==> config.mk <==
export PLATFORM = sky130hd
export DESIGN_NAME = pixcfg_column
export DESIGN_NICKNAME = d
export VERILOG_FILES = /design/src/rtl/pixcfg_column.sv
export SDC_FILE = /design/constraint.sdc
export NUM_CORES = 1
export LEC_CHECK = 0
export CELL_PAD_IN_SITES_DETAIL_PLACEMENT = 0
export CELL_PAD_IN_SITES_GLOBAL_PLACEMENT = 1
export CORE_MARGIN = 4
export CORE_UTILIZATION = 40
export CTS_CLUSTER_DIAMETER = 60
export DETAILED_ROUTE_END_ITERATION = 6
export PLACE_DENSITY_LB_ADDON = 0.1
export SLEW_MARGIN = 30
export SYNTH_ARGS = -nofsm -noshare
export SYNTH_HDL_FRONTEND = slang
export SYNTH_SLANG_ARGS = --single-unit
==> constraint.sdc <==
create_clock -name clk -period 1.2 [get_ports clk]
set_clock_uncertainty 0.2 [all_clocks]
set_input_delay 0.12 -clock clk [delete_from_list [all_inputs] [get_ports clk]]
set_output_delay 0.12 -clock clk [all_outputs]
set_load 0.03 [all_outputs]
==> src/rtl/pixcfg_column.sv <==
module pixcfg_column #(
  parameter int NPIX = 32,
  parameter int BITS = 8
) (
  input  logic                 clk,
  input  logic                 rst,
  input  logic                 sin,
  input  logic                 shift_en,
  input  logic                 load,
  input  logic                 readback,
  output logic                 sout,
  output logic [NPIX*BITS-1:0] cfg_out,
  output logic                 err
);
  localparam int CELLS = NPIX * BITS;

  logic [CELLS-1:0] chain;
  logic [CELLS-1:0] copy_a, copy_b, copy_c;
  logic [CELLS-1:0] voted, mismatch;

  assign voted    = (copy_a & copy_b) | (copy_a & copy_c) | (copy_b & copy_c);
  assign mismatch = (copy_a ^ copy_b) | (copy_b ^ copy_c);
  assign cfg_out  = voted;
  assign sout     = chain[CELLS-1];

  always_ff @(posedge clk) begin
    if (rst) chain <= '0;
    else if (readback) chain <= voted;
    else if (shift_en) chain <= {chain[CELLS-2:0], sin};
  end

  always_ff @(posedge clk) begin
    if (rst) begin
      copy_a <= '0;
      copy_b <= '0;
      copy_c <= '0;
    end else if (load) begin
      copy_a <= chain;
      copy_b <= chain;
      copy_c <= chain;
    end else begin
      copy_a <= voted;
      copy_b <= voted;
      copy_c <= voted;
    end
  end

  always_ff @(posedge clk) begin
    if (rst) err <= 1'b0;
    else err <= |mismatch;
  end

  p_reset_clears_r1: assert property (@(posedge clk)
    rst |=> (chain == '0 && cfg_out == '0 && !err));

  p_shift_moves_r2: assert property (@(posedge clk) disable iff (rst)
    (shift_en && !readback) |=> sout == $past(chain[CELLS-2]));

  p_load_copies_r3: assert property (@(posedge clk) disable iff (rst)
    load |=> cfg_out == $past(chain));

  p_hold_without_load_r4: assert property (@(posedge clk) disable iff (rst)
    !load |=> $stable(cfg_out));

  p_flag_after_scrub_r7: assert property (@(posedge clk) disable iff (rst)
    err |-> $past(!load) |-> (copy_a == copy_b || copy_b == copy_c || copy_a == copy_c));

  p_readback_capture_r8: assert property (@(posedge clk) disable iff (rst)
    readback |=> chain == $past(voted));
endmodule

# Word level (Yosys, flattened, before mapping)
# Cells that the tools add are included.
[word_totals]
ff_bits = 513
out_inout_bits = 258
wordCells = 13
[op_classes]
muxes = 3
n_reduce_logical = 2
bitwise = 5
[op_table]
columns = ["op", "n"]
rows = [
  ["256-bit two-way mux", 3],
  ["256-bit OR", 3],
  ["256-bit bitwise AND", 1],
  ["256-bit OR reduction", 1],
  ["256-bit XOR", 1],
  ["2-bit nonzero test", 1],
]

# Longest topological paths before layout
[logic_depth]
ltp_word = 4
ltp_mapped = 5
ltp_nobuf = 2

# Worst setup path after synthesis
# Ideal clock, no wire load.
[synth_timing]
kind = "input-to-reg"
from = "input port rst"
to = "register chain[115]"
path_buffers = 3
path_stages = 4
t_arrival_ns = 0.868
slack_ns = -0.014
required_time_ns = 0.854
cell_sequence = "buf_4 > buf_2 > clkbuf_1 > a211oi_2"
[synth_lines]
columns = ["element", "line_no", "text"]
rows = [
  ["from (decl)", "6", "input logic rst,"],
  ["to (signal assigned)", "28", "else if (readback) chain <= voted;"],
  ["to (signal assigned)", "29", "else if (shift_en) chain <= {chain[CELLS-2:0], sin};"],
  ["to (decl)", "17", "logic [CELLS-1:0] chain;"],
]
# No word-level cell between the ends.

# Worst setup path after layout
[layout_timing]
from = "register copy_c[201]"
to = "output port cfg_out[201]"
[layout_between]
elab_chain_cells = 3
[layout_rtl]
columns = ["element", "line_no", "text"]
rows = [
  ["from (decl)", "18", "logic [CELLS-1:0] copy_a, copy_b, copy_c;"],
  ["from (signal assigned)", "40", "copy_c <= chain;"],
  ["from (signal assigned)", "44", "copy_c <= voted;"],
  ["256-bit bitwise AND *", "21", "assign voted = (copy_a & copy_b) | (copy_a & copy_c) | (copy_b & copy_c);"],
  ["256-bit OR", "21", ""],
  ["256-bit OR *", "21", ""],
  ["to (decl)", "12", "output logic [NPIX*BITS-1:0] cfg_out,"],
]
# Mark *: on every way between the ends. The rest lies on a longest branch, timed or not.

==> Implementation_results.wiki <==
{| class="wikitable"
! Metric !! Value
|-
| Core Region || 54,300 um^2
|-
| Slowest stage cell, crit path || dfxtp_4
|-
| Post-layout util || 0.579
|-
| Final Hold Fails || 1
|-
| Vias post-DR || around 16,000
|-
| Result of the run || finished with violations
|-
| Count of final max-slew check failures || 0
|-
| Max-Cap Viols || 0
|-
| CTS root buf || clkbuf_16
|-
| Startpoint class of the critical path || flop
|-
| Total CTS buffers || 57
|-
| Initial antenna violation count || 0
|-
| Cell Count, Final, Fillers Out || 3,312
|-
| Iteration-0 DRC count of the detailed router || approximately 530
|-
| Placed Cells incl. Taps || 2,919
|-
| Storage cell area || 10,700 um^2
|-
| Final min period || approximately 1400 ps
|-
| Required time at the endpoint of the critical path || around 880 ps
|-
| Fraction of final layout cells sized beyond drive strength 1 || 0.467
|-
| Die outline area || 59,200 um^2
|-
| Initial core utilization || 0.407
|-
| Width of the chip || 243 um
|-
| # rows || 85
|-
| Mean instance size in the synthesized netlist || 11.3 um^2
|-
| Height of the chip || 243 um
|-
| Critical Path Fanout Max || 3
|-
| First-pass DRT Iterations || 4
|-
| Setup slack of the worst register-to-register path || about 90 ps
|-
| Buffers from clock root to sink, at most || 3
|-
| Post-detail-place hpwl || 35.7 mm
|-
| Worst reg2reg path startpoint || copy_c[150]
|-
| Number of cells on the worst reg-to-reg path || 4
|-
| Post-Syn Nets || 1,972
|-
| Vias per cell || roughly 4.9
|-
| Max VDD drop || about 1.1 mV
|-
| Areal power density over the cells || 1320 nW/um^2
|-
| Number of port buffers || 262
|-
| Number of nets with antenna violations after detailed routing || 0
|-
| Worst hold margin || -18.3 ps
|-
| Final Cycle Share || 1.19
|-
| Critical-path cell list || buf_6
|-
| GPL Wtd Cong || 0.736
|-
| Number of distinct library cells after synthesis || 14
|-
| Fillers || 4,664
|-
| Largest net degree at the start of global routing || 54
|-
| Violations in the final reports || negative hold slack, negative setup slack
|-
| Area contributors post-synth || dfxtp_1 46%, mux2i_1 23%, a211oi_2 11%, nor2b_1 7.2%, nor2_1 4.3%
|-
| Crit path largest cell delay || 370 ps
|-
| TritonCTS clock tree || done
|-
| Multi-input logic area || 10,700 um^2
|-
| Endpoint type of the worst setup path || output pin
|-
| Wire length of the first global-routing pass || 91.5 mm
|-
| Final antenna diode count || 0
|-
| Register area share after synthesis || 0.463
|-
| Final count of negative-setup-slack endpoints || 260
|-
| Worst Setup EP || cfg_out[201]
|-
| Clock latency on the worst-skew pair || 600 ps
|-
| Layout overhead on the synthesized area || 42.1%
|-
| Cell area after synthesis || 22,100 um^2
|-
| Number of buffer and inverter instances along the worst setup path || 1
|-
| Via count of the first global-routing pass || 16,459
|-
| Worst Setup Slack, final || -223 ps
|-
| Number of stages on the worst setup path || 1
|-
| Count of flip-flops with a built-in enable after synthesis || 0
|-
| Arrival time at the worst endpoint || 1100 ps
|-
| Number of warnings issued by yosys || 0
|-
| Number of top-level pins || 264
|-
| Fraction of registers with async set/reset || 0
|-
| Synth top cells by count || 512 x dfxtp_1, 512 x mux2i_1, 256 x nor2_1, 256 x nor2b_1, 203 x a211oi_2
|-
| DR DRC count || 0
|-
| Number of standard cells after synthesis || 1,966
|-
| Post-layout net count || 2,532
|-
| Setup repair after global routing missed its margin || true
|-
| GR Overflow Total || 0
|-
| Hold Crit Class || in -> reg
|-
| Most instantiated flip-flop cell in the synthesis netlist || dfxtp_1
|-
| Wire length per cell after detailed routing || 17.2 um
|-
| Clock transition at the register clock pins on the worst setup and hold paths after CTS || 60 ps
|-
| Clock Sink Count || 512
|-
| Critical path class || reg -> out
|-
| Critical Path Source || copy_c[201]
|-
| Top cell family by delay on the critical path || flip-flops
|-
| Top-area cell type share of the netlist area || 0.463
|-
| Number of H-tree levels || 2
|-
| Final WL || 56.8 mm
|-
| Static leakage || 13.8 nW
|-
| R2r endpoint || chain[150]
|-
| Total GRT Usage || 0.186
|-
| Max frequency || 0.703 GHz
|-
| Flop and latch count out of synthesis || 512
|-
| Synth area leader || dfxtp_1
|}
## cell families (layout without fill, tap and decap cells)
kind of cell,after synthesis,after routing,synth area share
mux,512,512,0.231
flops,512,512,0.463
simple gates,512,512,0.116
compound gates,256,256,0.133
buf+inv,173,780,0.0570
other cells,1,1,0.000169
## stage by stage
stage                     setup WS, ps  area [um^2]  TNS (ps)  power [mW]
final                             -223        31500    -47960        41.4
after CTS                         -278        31100    -64610        41.9
after detailed placement          -121        25900    -15610        23.8
after floorplan                  -13.8        22100      -413        22.1
after global routing              -277        31500    -61330        43.2
after global placement            -126        25900    -14910        23.8
## sequential cells by signal, indices dropped and copies added (netlist names)
register  flops
chain       256
copy_c      256
## power breakdown
group | internal (mW) | switching (mW) | total, mW
Sequential | 17.7 | 0.635 | 18.4
Clock | 10.4 | 6.99 | 17.3
Combinational | 2.85 | 2.87 | 5.72
## cell usage in the layout (no fill, tap or decap), drive strengths merged
cell type,instances
a211oi,256
buf,648
bufinv,1
clkbuf,101
clkdlybuf4s50,1
clkinv,3
clkinvlp,1
conb,1
dfxtp,512
dlygate4sd3,13
dlymetal6s4s,9
inv,3
mux2i,512
nor2,256
nor2b,256
## how the worst min path moves through the flow
stage | slack [ps] | startpoint | endpoint | cells after the start
2_1_floorplan | 160 | sin | chain[0] | 2
4_1_cts | 1 | shift_en | chain[220] | 5
5_1_grt | 0.7 | shift_en | chain[2] | 4
3_5_place_dp | 320 | chain[219] | copy_c[219] | 2
6_report | -20 | shift_en | chain[2] | 4
3_3_place_gp | 300 | copy_c[167] | copy_c[167] | 2
## layout make-up
class                           count  share of cell area
Inverter                            1            0.000358
Clock buffer                       99              0.0574
Timing Repair Buffer              673               0.231
Tap cell                          739              0.0294
Multi-Input combinational cell   1281               0.339
Sequential cell                   512               0.340
Clock inverter                      7             0.00235
## per-layer routing
metal,vias to the layer above,share of wire,GRT usage
met3,66,0.051,0.0426
met1,7808,0.45,0.246
li1,8006,-,-
met2,216,0.48,0.310
met4,0,0.017,0.0428
met5,-,0,0
## worst min-delay path, delay by kind of cell
family,cells,cell delay (ps)
AO/OA/AOI/OAI,1,100
buffers and inverters,2,300
multiplexers,1,200
## timing repair
item / in CTS / in global routing
cloned: 0 / 2
setup buffers: 229 / 35
hold endpoints to repair: 512 / 6
hold buffers: 23 / 2
pin swaps: 0 / 1
setup endpoints to repair: 257 / 639
resized for setup: 553 / 21
No activity file was read; power rests on OpenSTA's default activity.
